## src/rtl/ccm_pkg.sv

```systemverilog
package ccm_pkg;
  typedef enum logic [1:0] {
    ST_IDLE    = 2'd0,
    ST_SNOOP   = 2'd1,
    ST_COLLECT = 2'd2,
    ST_RESPOND = 2'd3
  } ctl_state_e;

  typedef enum logic [1:0] {
    LN_INV = 2'd0,
    LN_SHR = 2'd1,
    LN_EXC = 2'd2,
    LN_MOD = 2'd3
  } line_state_e;

  localparam int KIND_W         = 2;
  localparam int KIND_DATA_BIT  = 0;
  localparam int KIND_STORE_BIT = 1;
endpackage

```

## src/rtl/ccm_rr_arbiter.sv

```systemverilog
module ccm_rr_arbiter #(
  parameter int N_CACHE = 4,
  localparam int IDX_W = (N_CACHE > 1) ? $clog2(N_CACHE) : 1
) (
  input  logic               clk,
  input  logic               rst_n,
  input  logic [N_CACHE-1:0] req,
  input  logic               take,
  output logic [N_CACHE-1:0] grant,
  output logic               any
);
  logic [IDX_W-1:0] ptr_q;
  logic [IDX_W-1:0] ptr_d;
  logic             ptr_en;

  // scan starts one past the previous winner and wraps
  always_comb begin
    grant = '0;
    any   = 1'b0;
    ptr_d = ptr_q;
    for (int k = 0; k < N_CACHE; k++) begin
      int idx;
      idx = int'(ptr_q) + 1 + k;
      if (idx >= N_CACHE) idx = idx - N_CACHE;
      if (!any && req[idx]) begin
        grant[idx] = 1'b1;
        any        = 1'b1;
        ptr_d      = IDX_W'(idx);
      end
    end
  end

  assign ptr_en = take && any;

  always_ff @(posedge clk or negedge rst_n) begin
    if (!rst_n) begin
      ptr_q <= IDX_W'(N_CACHE - 1);
    end else if (ptr_en) begin
      ptr_q <= ptr_d;
    end
  end
endmodule

```

## src/rtl/ccm_snoop_collect.sv

```systemverilog
module ccm_snoop_collect #(
  parameter int N_CACHE = 4,
  parameter int DATA_W  = 8
) (
  input  logic                      clk,
  input  logic                      rst_n,
  input  logic                      arm,
  input  logic [N_CACHE-1:0]        target,
  input  logic                      active,
  input  logic [N_CACHE-1:0]        ack_valid,
  input  logic [N_CACHE-1:0]        ack_mod,
  input  logic [N_CACHE-1:0]        ack_keep,
  input  logic [N_CACHE*DATA_W-1:0] ack_data,
  output logic                      done,
  output logic                      holder,
  output logic [DATA_W-1:0]         line
);
  logic [N_CACHE-1:0] pend_q;
  logic [N_CACHE-1:0] pend_d;
  logic               pend_en;
  logic               keep_q;
  logic               keep_d;
  logic               keep_en;
  logic [DATA_W-1:0]  line_q;
  logic [DATA_W-1:0]  wb_d;
  logic               wb_en;
  logic [N_CACHE-1:0] hit;

  assign hit = pend_q & ack_valid;

  always_comb begin
    pend_en = arm || active;
    pend_d  = arm ? target : (pend_q & ~ack_valid);
    keep_en = arm || active;
    keep_d  = arm ? 1'b0 : (keep_q || |(hit & ack_keep));
  end

  // write-back from the single Modified holder, if any
  always_comb begin
    wb_en = 1'b0;
    wb_d  = line_q;
    for (int i = 0; i < N_CACHE; i++) begin
      if (active && hit[i] && ack_mod[i]) begin
        wb_en = 1'b1;
        wb_d  = ack_data[i*DATA_W +: DATA_W];
      end
    end
  end

  always_ff @(posedge clk or negedge rst_n) begin
    if (!rst_n) begin
      pend_q <= '0;
      keep_q <= 1'b0;
      line_q <= '0;
    end else begin
      if (pend_en) pend_q <= pend_d;
      if (keep_en) keep_q <= keep_d;
      if (wb_en)   line_q <= wb_d;
    end
  end

  assign done   = active && ((pend_q & ~ack_valid) == '0);
  assign holder = keep_q;
  assign line   = line_q;
endmodule

```

## src/rtl/coh_txn_ctrl.sv

```systemverilog
module coh_txn_ctrl
  import ccm_pkg::*;
#(
  parameter int N_CACHE = 4,
  parameter int DATA_W  = 8
) (
  input  logic                       clk,
  input  logic                       rst_n,
  input  logic [N_CACHE-1:0]         req_valid,
  input  logic [N_CACHE*KIND_W-1:0]  req_kind,
  output logic [N_CACHE-1:0]         req_accept,
  output logic [N_CACHE-1:0]         snoop_valid,
  output logic                       snoop_inv,
  input  logic [N_CACHE-1:0]         ack_valid,
  input  logic [N_CACHE-1:0]         ack_mod,
  input  logic [N_CACHE-1:0]         ack_keep,
  input  logic [N_CACHE*DATA_W-1:0]  ack_data,
  output logic [N_CACHE-1:0]         resp_valid,
  output logic [1:0]                 resp_state,
  output logic [DATA_W-1:0]          resp_data,
  output logic                       busy
);
  ctl_state_e         state_q;
  ctl_state_e         state_d;
  logic [N_CACHE-1:0] grant;
  logic               grant_any;
  logic               take;
  logic [N_CACHE-1:0] cur_oh_q;
  logic               store_q;
  logic               data_q;
  logic [KIND_W-1:0]  sel_kind;
  logic               txn_en;
  logic               col_done;
  logic               col_holder;
  logic [DATA_W-1:0]  line;
  logic               in_idle;
  logic               in_snoop;
  logic               in_collect;
  logic               in_respond;

  assign in_idle    = (state_q == ST_IDLE);
  assign in_snoop   = (state_q == ST_SNOOP);
  assign in_collect = (state_q == ST_COLLECT);
  assign in_respond = (state_q == ST_RESPOND);

  assign take = in_idle;

  ccm_rr_arbiter #(.N_CACHE(N_CACHE)) u_arb (
    .clk   (clk),
    .rst_n (rst_n),
    .req   (req_valid),
    .take  (take),
    .grant (grant),
    .any   (grant_any)
  );

  ccm_snoop_collect #(.N_CACHE(N_CACHE), .DATA_W(DATA_W)) u_col (
    .clk       (clk),
    .rst_n     (rst_n),
    .arm       (in_snoop),
    .target    (~cur_oh_q),
    .active    (in_collect),
    .ack_valid (ack_valid),
    .ack_mod   (ack_mod),
    .ack_keep  (ack_keep),
    .ack_data  (ack_data),
    .done      (col_done),
    .holder    (col_holder),
    .line      (line)
  );

  always_comb begin
    sel_kind = '0;
    for (int i = 0; i < N_CACHE; i++) begin
      if (grant[i]) sel_kind = req_kind[i*KIND_W +: KIND_W];
    end
  end

  // next-state process
  always_comb begin
    state_d = state_q;
    unique case (state_q)
      ST_IDLE:    if (grant_any) state_d = ST_SNOOP;
      ST_SNOOP:   state_d = ST_COLLECT;
      ST_COLLECT: if (col_done) state_d = ST_RESPOND;
      ST_RESPOND: state_d = ST_IDLE;
      default:    state_d = ST_IDLE;
    endcase
  end

  assign txn_en = in_idle && grant_any;

  // register process
  always_ff @(posedge clk or negedge rst_n) begin
    if (!rst_n) begin
      state_q  <= ST_IDLE;
      cur_oh_q <= '0;
      store_q  <= 1'b0;
      data_q   <= 1'b0;
    end else begin
      state_q <= state_d;
      if (txn_en) begin
        cur_oh_q <= grant;
        store_q  <= sel_kind[KIND_STORE_BIT];
        data_q   <= sel_kind[KIND_DATA_BIT];
      end
    end
  end

  // outputs
  assign req_accept  = in_idle ? grant : '0;
  assign busy        = !in_idle;
  assign snoop_valid = in_snoop ? ~cur_oh_q : '0;
  assign snoop_inv   = in_snoop && store_q;
  assign resp_valid  = in_respond ? cur_oh_q : '0;
  assign resp_data   = (in_respond && data_q) ? line : '0;

  always_comb begin
    if (!in_respond)     resp_state = LN_INV;
    else if (store_q)    resp_state = LN_MOD;
    else if (col_holder) resp_state = LN_SHR;
    else                 resp_state = LN_EXC;
  end
endmodule

```

## config.mk

```make
export PLATFORM = sky130hd
export DESIGN_NAME = coh_txn_ctrl
export DESIGN_NICKNAME = d
export VERILOG_FILES = /design/src/rtl/ccm_pkg.sv /design/src/rtl/ccm_rr_arbiter.sv /design/src/rtl/ccm_snoop_collect.sv /design/src/rtl/coh_txn_ctrl.sv
export SDC_FILE = /design/constraint.sdc
export NUM_CORES = 1
export LEC_CHECK = 0
export ABC_AREA = 1
export BUFFER_PORTS_ARGS = -buffer_cell sky130_fd_sc_hd__buf_2
export CAP_MARGIN = 0
export CORE_MARGIN = 2
export CORE_UTILIZATION = 49
export DETAILED_ROUTE_END_ITERATION = 10
export PLACE_DENSITY_LB_ADDON = 0.15
export REMOVE_ABC_BUFFERS = 1
export SLEW_MARGIN = 20
export SYNTH_ARGS = -nofsm -noshare
export SYNTH_HDL_FRONTEND = slang
export SYNTH_SLANG_ARGS = --single-unit
```

## constraint.sdc

```tcl
create_clock -name clk -period 2.4 [get_ports clk]
set_input_delay 0.12 -clock clk [delete_from_list [all_inputs] [get_ports clk]]
set_output_delay 0.12 -clock clk [all_outputs]
set_load 0.005 [all_outputs]
```

* Word level (Yosys, flattened, before mapping)
Index checks and enable logic that the tools add are counted.
W data, S select, Z words.
** Word-level totals
- Bits in registers :: 23
- Input port bits :: 58
- Word-level logic and storage cells :: 134
** Operators by class
- Add/subtract/negate cells :: 8
- Order comparisons :: 12
- Eq/ne operators :: 5
- Muxes and demuxes :: 60
- Bitwise gates (word level) :: 8
- Reduce and logical (&&, ||, !) cells :: 33
** Operator list (count)
- $ge A32 B1 Y1 const B :: 4
- $lt A32 B4 Y1 const B :: 4
- $mux W32 :: 4
- $ge A32 B4 Y1 const B :: 3
- $sub A32 B4 Y32 const B :: 3
- $add A32 B3 Y32 const B :: 2
- $mux W8 :: 5
- $add A32 B2 Y32 const B :: 1
- $mux W4 :: 8
- $mux W2 :: 13
- $mux W1 :: 21
- $logic_and A1 B1 Y1 :: 19
- $and A4 B4 Y4 :: 3
- $or A4 B4 Y4 :: 3
- $bmux W1 S2 :: 4
- $demux W1 S2 :: 4
- $not A4 Y4 :: 2
- $pmux W2 S4 :: 1
- $reduce_bool A4 Y1 :: 2
- $reduce_and A2 Y1 :: 3
- $eq A2 B2 Y1 const B :: 2
- $logic_not A1 Y1 :: 4
- $logic_not A4 Y1 :: 1
- $reduce_or A4 Y1 :: 1
- other kinds (8) :: 9

* Longest topological paths before layout
Gate-level depths: netlist (run 1).
- Depth after elaboration :: 20
- Mapped depth :: 17
- Depth with buffers taken out :: 17

* Modules after synthesis
From an unflattened synthesis (run 1), not the netlist that was laid out.
** Second synthesis, totals
- Cell total of the unflattened synthesis :: 381
- Area, all modules :: 2337.2 um^2
** By module, submodules not included
- ccm_snoop_collect :: instances 1, cells each 166, area each 1061.0 um^2
- coh_txn_ctrl :: instances 1, cells each 111, area each 664.4 um^2
- ccm_rr_arbiter :: instances 1, cells each 104, area each 611.8 um^2

* Least setup slack after synthesis (run 1)
OpenSTA, ideal clock, no wires.
- Kind :: flip-flop to flip-flop
- Start point :: register u_arb.ptr_q[0]
- End point :: register data_q
- Setup time :: 0.116 ns
- Data arrival time :: 2.033 ns
- Required time :: 2.284 ns
- Slack :: 0.251 ns
- Stages on the path, launching flop included :: 17
- Buffers on the path :: 0
- Cell sequence :: dfstp_2 > inv_2 > ha_1 > inv_1 > nand3_4 > nand2_4 > nand2_4 > nor2_8 > nand2_4 > clkinv_2 > nand2_2 > nand2_2 > inv_2 > nor2_1 > nor2_1 > nand2_1 > nand2_1
** Between the ends
- Cells in the longest elaborated chain, start to end :: 20
** RTL lines
- start, declared :: RTL line ccm_rr_arbiter.sv:12 : logic [IDX_W-1:0] ptr_q;
- start signal, assigned :: RTL line ccm_rr_arbiter.sv:37 : ptr_q <= IDX_W'(N_CACHE - 1);
- start signal, assigned :: RTL line ccm_rr_arbiter.sv:39 : ptr_q <= ptr_d;
- $add A2 B1 Y3 * :: RTL line ccm_rr_arbiter.sv:23 : idx = int'(ptr_q) + 1 + k;
- branches (longest 19 deep; another with $add A32 B2 Y32)
- end signal, assigned :: RTL line coh_txn_ctrl.sv:105 : data_q <= sel_kind[KIND_DATA_BIT];
- end, declared :: RTL line coh_txn_ctrl.sv:30 : logic data_q;
Every way passes the cells marked *. The select of a mux whose other input is x is not followed.
A chain may end at the register's enable or synchronous reset.

* Final worst setup path (run 1)
- Start point :: register u_arb.ptr_q[0]
- End point :: output req_accept[3]
** Between the ends
- Cells in the longest elaborated chain, start to end :: 17
** RTL lines
- $add A2 B1 Y3 * :: RTL line ccm_rr_arbiter.sv:23
- branches (longest 14 deep; another with $add A32 B2 Y32)
- $mux W4 * :: RTL line ccm_rr_arbiter.sv:25 : if (!any && req[idx]) begin
- $mux W4 * :: RTL line coh_txn_ctrl.sv:111 : assign req_accept = in_idle ? grant : '0;
- end, declared :: RTL line coh_txn_ctrl.sv:11 : output logic [N_CACHE-1:0] req_accept,
Marked as above.

==> impl_summary.log, run 1 <==
[metrics] longest individual stage delay on the worst path: 0.63 ns
[metrics] PnR worst setup slack: -0.0285 ns
[metrics] number of placed I/O pins: 82
[metrics] Remaining Overflow, GRT: 0
[metrics] area post-placement: 2470 um^2
[metrics] post-synthesis register bit count: 23
[metrics] arrival time at the worst endpoint: 2.31 ns
[metrics] die boundary width: 67.6 um
[metrics] clock root cell: clkbuf_8
[metrics] top area cells in the synthesized netlist: dfrtp_1, nand2_1, inv_1, nor2_1, ha_1
[metrics] most repeated cell in the gate-level netlist after synthesis: nand2_1
[metrics] per-instance average area after synthesis: 6.75 um^2
[metrics] post-route clock skew: 0.00645 ns
[metrics] clk buf depth: 2
[metrics] Wirelength per Cell: 13.0 um
[metrics] number of global-route vias before repair: 1882
[metrics] proportion of netlist area held by the largest area contributor: 26.5%
[metrics] largest net degree at the start of global routing: 24
[metrics] crit end category: primary output
[metrics] Max Fclk: 412 MHz
[metrics] clock slew at the register clock pins of the worst setup and hold paths: 0.08 ns
[metrics] CTS tree: yes
[metrics] nets@finish: 463
[metrics] clock latency reported for the late side of the worst-skew pair: 0.27 ns
[metrics] outcome: finished with violations
[metrics] global-route wire length before repair: 8.25 mm
[metrics] static leakage: 1.52 nW
[metrics] RePlAce Congestion: 0.900
[metrics] number of iterations in the first detailed-routing pass: 4
[metrics] ANT cells: 0
[metrics] initial core utilization: 50.3%
[metrics] kind of path behind the tightest hold check: in -> reg
[metrics] worst r2r dst: data_q$_DFFE_PN0N_
[metrics] DRC violations left: 0
[metrics] final setup violation count: 1
[metrics] die outline area: 4570 um^2
[metrics] Post-Layout Inst Area: 2710 um^2
[metrics] Layout Utilization: 68.6%
[metrics] gr usage total: 23.8%
[metrics] post-route setup TNS: -0.0285 ns
[metrics] slew at the pin closest to its max-slew limit: 0.533 ns
[metrics] register area share after synthesis: 29.1%
[metrics] post-synthesis instance total: 294
[metrics] maximum fanout along the worst path: 6
[metrics] endpoints failing hold: 0
[metrics] Via Count: 2226
[metrics] overall die height: 67.6 um
[metrics] violations in the final reports: negative setup slack
[metrics] Max IR drop VDD: 0.00100 V
[metrics] half-perimeter wire length after placement: 4.39 mm
[metrics] classification of the worst setup path: reg -> out
[metrics] areal power density over the cells: 1440 nW/um^2
[metrics] detailed-route wire length: 5.76 mm
[metrics] post-synth top area cell: dfrtp_1
[metrics] area of the core: 3940 um^2
[metrics] critical path startpoint category: register
[metrics] min Tclk post-route: 2.43 ns
[metrics] worst slew margin relative to its limit: 64.5%
[metrics] Worst path slowest cell: dfstp_2
[metrics] Std-Cell Rows: 23
[metrics] initial antenna violation count: 0
[metrics] startpoint of the most critical register-to-register path: u_arb.ptr_q[0]$_DFFE_PN1P_
[metrics] Port-buffer cells: 81
[metrics] Worst Path Required: 2.28 ns
[metrics] Warnings, synthesis: 0
[metrics] ordered list of cells on the worst path: inv_4, ha_4, nor2_4, nand3_1, nand2_1, nand2_1, o21ai_1, a21oi_2, nand2_2, inv_2, nor2_1, buf_2
[metrics] H-tree lvl count: 1
[metrics] total standard cell area after synthesis: 1980 um^2
[metrics] Worst setup endpoint: req_accept[3]
[metrics] crit path launch: u_arb.ptr_q[0]$_DFFE_PN1P_
[metrics] Commonest cells post-synth: nand2_1, inv_1, nor2_1
[metrics] most frequent cell on the critical path: nand2_1
[metrics] First DRT Iteration DRCs: 66
[metrics] fraction of final layout cells with drive strength greater than 1: 36.0%
[metrics] Unique masters post-synth: 33
[metrics] share of flip-flops with an asynchronous set or reset after synthesis: 100%
[metrics] Final Non-Filler Cells: 444
[metrics] setup repair after global routing missed its margin: yes
[metrics] Cell Count Post-Placement: 428
[metrics] share of the clock period used by the worst path: 101%
[metrics] max-slew violations: 0
[metrics] average vias per placed instance: 5.01
[metrics] number of antenna-violating nets in the routed design: 0
[metrics] number of maximum-capacitance violations: 0
[metrics] TritonCTS sink count: 23
[metrics] EDFF count, synth: 0
[metrics] number of CTS-inserted buffers: 3
[metrics] Hold Slack: 0.144 ns
[metrics] FF-to-FF path depth: 15
[metrics] R2R Setup Slk: 0.16 ns
[metrics] P&R area growth vs syn: 36.5%
[metrics] Synth Flop Type: dfrtp_1
[metrics] startpoint of the lowest-slack hold path: ack_data[26]
## worst min-delay path by stage
stage                             endpoint  slack (ns)  cells after the start
2_1_floorplan      cur_oh_q[0]$_DFFE_PN0N_       -0.18                      0
3_3_place_gp   u_col.pend_q[0]$_DFFE_PN0P_        0.13                      1
3_5_place_dp   u_col.pend_q[0]$_DFFE_PN0P_        0.13                      1
4_1_cts          u_col.line[2]$_DFFE_PN0P_        0.14                      3
5_1_grt          u_col.line[2]$_DFFE_PN0P_        0.16                      3
6_report         u_col.line[2]$_DFFE_PN0P_        0.14                      3
## through the flow
step / worst slack, ns / total power, W
global route: -0.136 / 0.00426
CTS: 0.0112 / 0.00345
finish: -0.0285 / 0.00389
floorplan: 0.251 / 0.00249
detailed placement: 0.148 / 0.00310
global placement: 0.158 / 0.00308
## registers in the layout (all words and copies together), names as in the netlist
| signal | flops |
|---|---|
| u_col.holder | 1 |
| state_q | 2 |
| cur_oh_q | 4 |
| u_col.line | 8 |
| data_q | 1 |
| store_q | 1 |
| u_col.pend_q | 4 |
| u_arb.ptr_q | 2 |
## cells in the final DEF, fill, tap and decap left out, drive strengths merged
| cell type | netlist | layout |
|---|---|---|
| a211oi | 11 | 11 |
| a21oi | 15 | 15 |
| a22oi | 1 | 1 |
| buf | 2 | 97 |
| clkbuf | 0 | 3 |
| clkinv | 4 | 4 |
| dfrtp | 21 | 21 |
| dfstp | 2 | 2 |
| dlygate4sd3 | 0 | 1 |
| ha | 10 | 10 |
| inv | 51 | 52 |
| nand2 | 70 | 70 |
| nand3 | 21 | 21 |
| nand4 | 3 | 3 |
| nor2 | 45 | 45 |
| nor3 | 7 | 7 |
| o211ai | 1 | 1 |
| o21ai | 20 | 20 |
| o221ai | 1 | 1 |
| o32ai | 7 | 7 |
| o41ai | 1 | 1 |
| xor2 | 1 | 1 |
## power breakdown
part           internal [W]  switching, W  leakage, nW
Clock              0.000116      0.000129       0.0255
Sequential         0.000600      0.000129        0.279
Combinational       0.00117       0.00175         1.22
Total               0.00189       0.00201         1.52
## logic make-up (layout without fill, tap and decap cells)
family	Yosys count	in the layout	synth area share, %
buffers and inverters	57	157	11.4
adder cells (fa/ha/maj)	10	10	6.31
AO/OA/AOI/OAI	57	57	18.3
AND/OR/NAND/NOR	146	146	34.4
XOR/XNOR	1	1	0.442
flip-flops	23	23	29.1
## area by class of cell
type / count / area [um^2]
clock inverter: 1 / 5.00
clock buffer: 3 / 41.3
inverter: 55 / 215
multi-input combinational: 214 / 1260
timing repair buffer: 98 / 548
sequential: 23 / 578
tap: 50 / 62.6
fill: 379 / 1240
## worst max-delay path, delay by kind of cell (launching register included)
| family | cells | cell delay (ns) |
|---|---|---|
| and+or+nand+nor | 6 | 0.73 |
| DFF | 1 | 0.63 |
| buffers and inverters | 3 | 0.26 |
| AOI/OAI and AO/OA | 2 | 0.26 |
| adders and majority gates | 1 | 0.18 |
## layer usage
metal	up-vias	global-route usage [%]	routed length, um
met5	-	0	0
met4	0	6.38	55
met3	5	4.17	322
met2	62	40.9	2830
met1	1001	30.5	2550
li1	1158	-	-
## timing repair
action,CTS,global route
endpoints found under the setup margin,4,4
gates resized for setup,9,14
pin swaps,0,12
hold buffers,1,0
buffers inserted,0,11
hold endpoints to repair,21,0
Power figures use the tool's default switching activity.
==> run 2, diff against run 1 <==
Settings changed: CORE_MARGIN 2 to 4, CORE_UTILIZATION 49 to 25, CTS_CLUSTER_SIZE from default to 25.
==> impl_summary.log, run 2 (synthesis results as in run 1) <==
[metrics] outcome: complete, no violations
[metrics] half-perimeter wire length after placement: 5.02 mm (+14%)
[metrics] number of CTS-inserted buffers: 3 (unchanged)
[metrics] Hold Path Stages: 3 (unchanged)
[metrics] gr usage total: 13.6% (-10 points)
[metrics] RePlAce Congestion: 0.808 (-10%)
[metrics] kind of path behind the tightest hold check: in -> reg
[metrics] Worst setup endpoint: req_accept[1]
[metrics] CTS tree: yes
[metrics] classification of the worst setup path: reg -> out
[metrics] share of the clock period used by the worst path: 98.1% (-3.1 points)
[metrics] endpoints failing hold: 0 (unchanged)
[metrics] DRC violations left: 0 (unchanged)
[metrics] Largest register FFs: 8 (unchanged)
[metrics] TritonCTS sink count: 23 (unchanged)
[metrics] commonest non-fill, non-tap cells in the layout: buf_2, nand2_1, inv_1, nor2_1, dfrtp_1
[metrics] post-route clock skew: 0.00406 ns (-0.00239 ns)
[metrics] clock latency reported for the late side of the worst-skew pair: 0.27 ns (about the same)
[metrics] maximum fanout along the worst path: 6 (unchanged)
[metrics] R2R Setup Slk: 0.23 ns (+0.07 ns)
[metrics] areal power density over the cells: 1420 nW/um^2 (-1.5%)
[metrics] die boundary width: 97.1 um (+44%)
[metrics] worst slew margin relative to its limit: 62.3% (-2.2 points)
[metrics] P&R area growth vs syn: 41.6%
[metrics] number of placed I/O pins: 82 (unchanged)
[metrics] clock root cell: clkbuf_8
[metrics] Worst Path Required: 2.28 ns (about the same)
[metrics] slew at the pin closest to its max-slew limit: 0.566 ns (+0.0332 ns)
[metrics] area post-placement: 2540 um^2 (+2.6%)
[metrics] static leakage: 1.53 nW (+0.11%)
[metrics] Std-Cell Rows: 32 (+39%)
[metrics] Post-Layout Inst Area: 2810 um^2 (+3.8%)
[metrics] power spent charging and discharging nets: 0.00208 W (+3.6%)
[metrics] switching portion of total power: 52.2% (+0.70 points)
[metrics] detailed-route wire length: 6.50 mm (+13%)
[metrics] setup repair after global routing missed its margin: yes
[metrics] clk buf depth: 2 (unchanged)
[metrics] die outline area: 9420 um^2 (+110%)
[metrics] commonest non-fill, non-tap cell in the layout: buf_2
[metrics] Max Fclk: 425 MHz (+3.1%)
[metrics] clock network fraction of design power: 6.3% (about the same)
[metrics] overall die height: 97.1 um (+44%)
[metrics] startpoint of the most critical register-to-register path: u_arb.ptr_q[1]$_DFFE_PN1P_
[metrics] crit path launch: u_arb.ptr_q[1]$_DFFE_PN1P_
[metrics] number of maximum-capacitance violations: 0 (unchanged)
[metrics] global-route wire length before repair: 10.7 mm (+30%)
[metrics] Remaining Overflow, GRT: 0 (unchanged)
[metrics] First DRT Iteration DRCs: 78 (+18%)
[metrics] arrival time at the worst endpoint: 2.24 ns (-0.07 ns)
[metrics] area of the core: 7730 um^2 (+96%)
[metrics] worst r2r dst: u_arb.ptr_q[1]$_DFFE_PN1P_
[metrics] Max IR drop VDD: 0.000894 V (-11%)
[metrics] crit end category: primary output
[metrics] Wirelength per Cell: 13.1 um (+0.90%)
[metrics] number of iterations in the first detailed-routing pass: 4 (unchanged)
[metrics] number of global-route vias before repair: 2176 (+16%)
[metrics] initial core utilization: 25.7% (-25 points)
[metrics] initial antenna violation count: 0 (unchanged)
[metrics] largest net degree at the start of global routing: 24 (unchanged)
[metrics] final setup violation count: 0 (-1)
[metrics] combinational cell fraction of total power: 75.6% (+0.6 points)
[metrics] max-slew violations: 0 (unchanged)
[metrics] clock slew at the register clock pins of the worst setup and hold paths: 0.09 ns (about the same)
[metrics] critical path startpoint category: register
[metrics] post-route setup TNS: 0 ns (+0.0285 ns)
[metrics] nets@finish: 464 (+0.22%)
[metrics] share of total power in sequential cells: 18.2% (-0.5 points)
[metrics] number of antenna-violating nets in the routed design: 0 (unchanged)
[metrics] Port-buffer cells: 81 (unchanged)
[metrics] Internal Dissipation: 0.00190 W (+0.72%)
[metrics] pre-CTS worst setup slack: 0.131 ns (-0.0170 ns)
[metrics] Via Count: 2200 (-1.2%)
[metrics] PnR worst setup slack: 0.0450 ns (+0.0734 ns)
[metrics] FF-to-FF path depth: 12 (-3)
[metrics] ANT cells: 0 (unchanged)
[metrics] H-tree lvl count: 1 (unchanged)
[metrics] average vias per placed instance: 4.43 (-12%)
[metrics] fraction of final layout cells with drive strength greater than 1: 38.0% (+1.9 points)
[metrics] min Tclk post-route: 2.36 ns (-0.0734 ns)
[metrics] power after layout: 0.00398 W (+2.2%)
run 2: power by group through the flow:
stage | registers [W] | clock network, W | logic [W]
after global routing | 0.000750 | 0.000287 | 0.00337
after CTS | 0.000718 | 0.000265 | 0.00254
final | 0.000723 | 0.000250 | 0.00301
after floorplan | 0.000699 | 0 | 0.00179
after global placement | 0.000714 | 0 | 0.00245
after detailed placement | 0.000718 | 0 | 0.00242
run 2: repair_timing:
item,4_1_cts,5_1_grt
setup buffers,0,12
pin swaps,1,14
gates resized for setup,12,22
endpoints found under the setup margin,4,4
endpoints found under the hold margin,21,0
hold buffers,1,0
run 2: worst min-delay path by stage:
stage / from / to
floorplan: rst_n / cur_oh_q[0]$_DFFE_PN0N_
global placement: rst_n / u_col.pend_q[0]$_DFFE_PN0P_
detailed placement: rst_n / u_col.pend_q[1]$_DFFE_PN0P_
CTS: ack_data[26] / u_col.line[2]$_DFFE_PN0P_
global route: ack_data[26] / u_col.line[2]$_DFFE_PN0P_
finish: ack_data[26] / u_col.line[2]$_DFFE_PN0P_
run 2: area by class of cell:
type	instances	area, um^2
fillers	855	4920
multi-input cells	214	1290
flip-flops and latches	23	578
repair buffers	99	547
inverters	55	216
well taps	102	128
clock buffers	4	45.0
run 2: layer usage:
layer | track usage [%] | up-vias | wire length (um)
met2 | 21.6 | 59 | 2960
met5 | 0 | - | 0
met3 | 2.80 | 6 | 351
met1 | 18.7 | 975 | 3110
li1 | - | 1160 | -
met4 | 3.46 | 0 | 85
run 2: worst max-delay path: stages, from the launching register on:
cell,delay [ns]
dfstp_2,0.59
inv_4,0.07
ha_4,0.26
inv_2,0.08
nand3_4,0.11
nand2_8,0.11
nand2_8,0.07
nor2_8,0.15
nand3_1,0.13
nand2_2,0.12
inv_2,0.06
nor2_1,0.08
buf_2,0.12
run 2: metrics by stage:
stage               instances  utilization, %  hold slack (ns)
detailed placement        480            32.8            0.152
global route              497            36.4            0.169
finish                    497            36.4            0.142
CTS                       485            34.1            0.130
global placement          480            32.8            0.151
floorplan                 292               -           -0.176
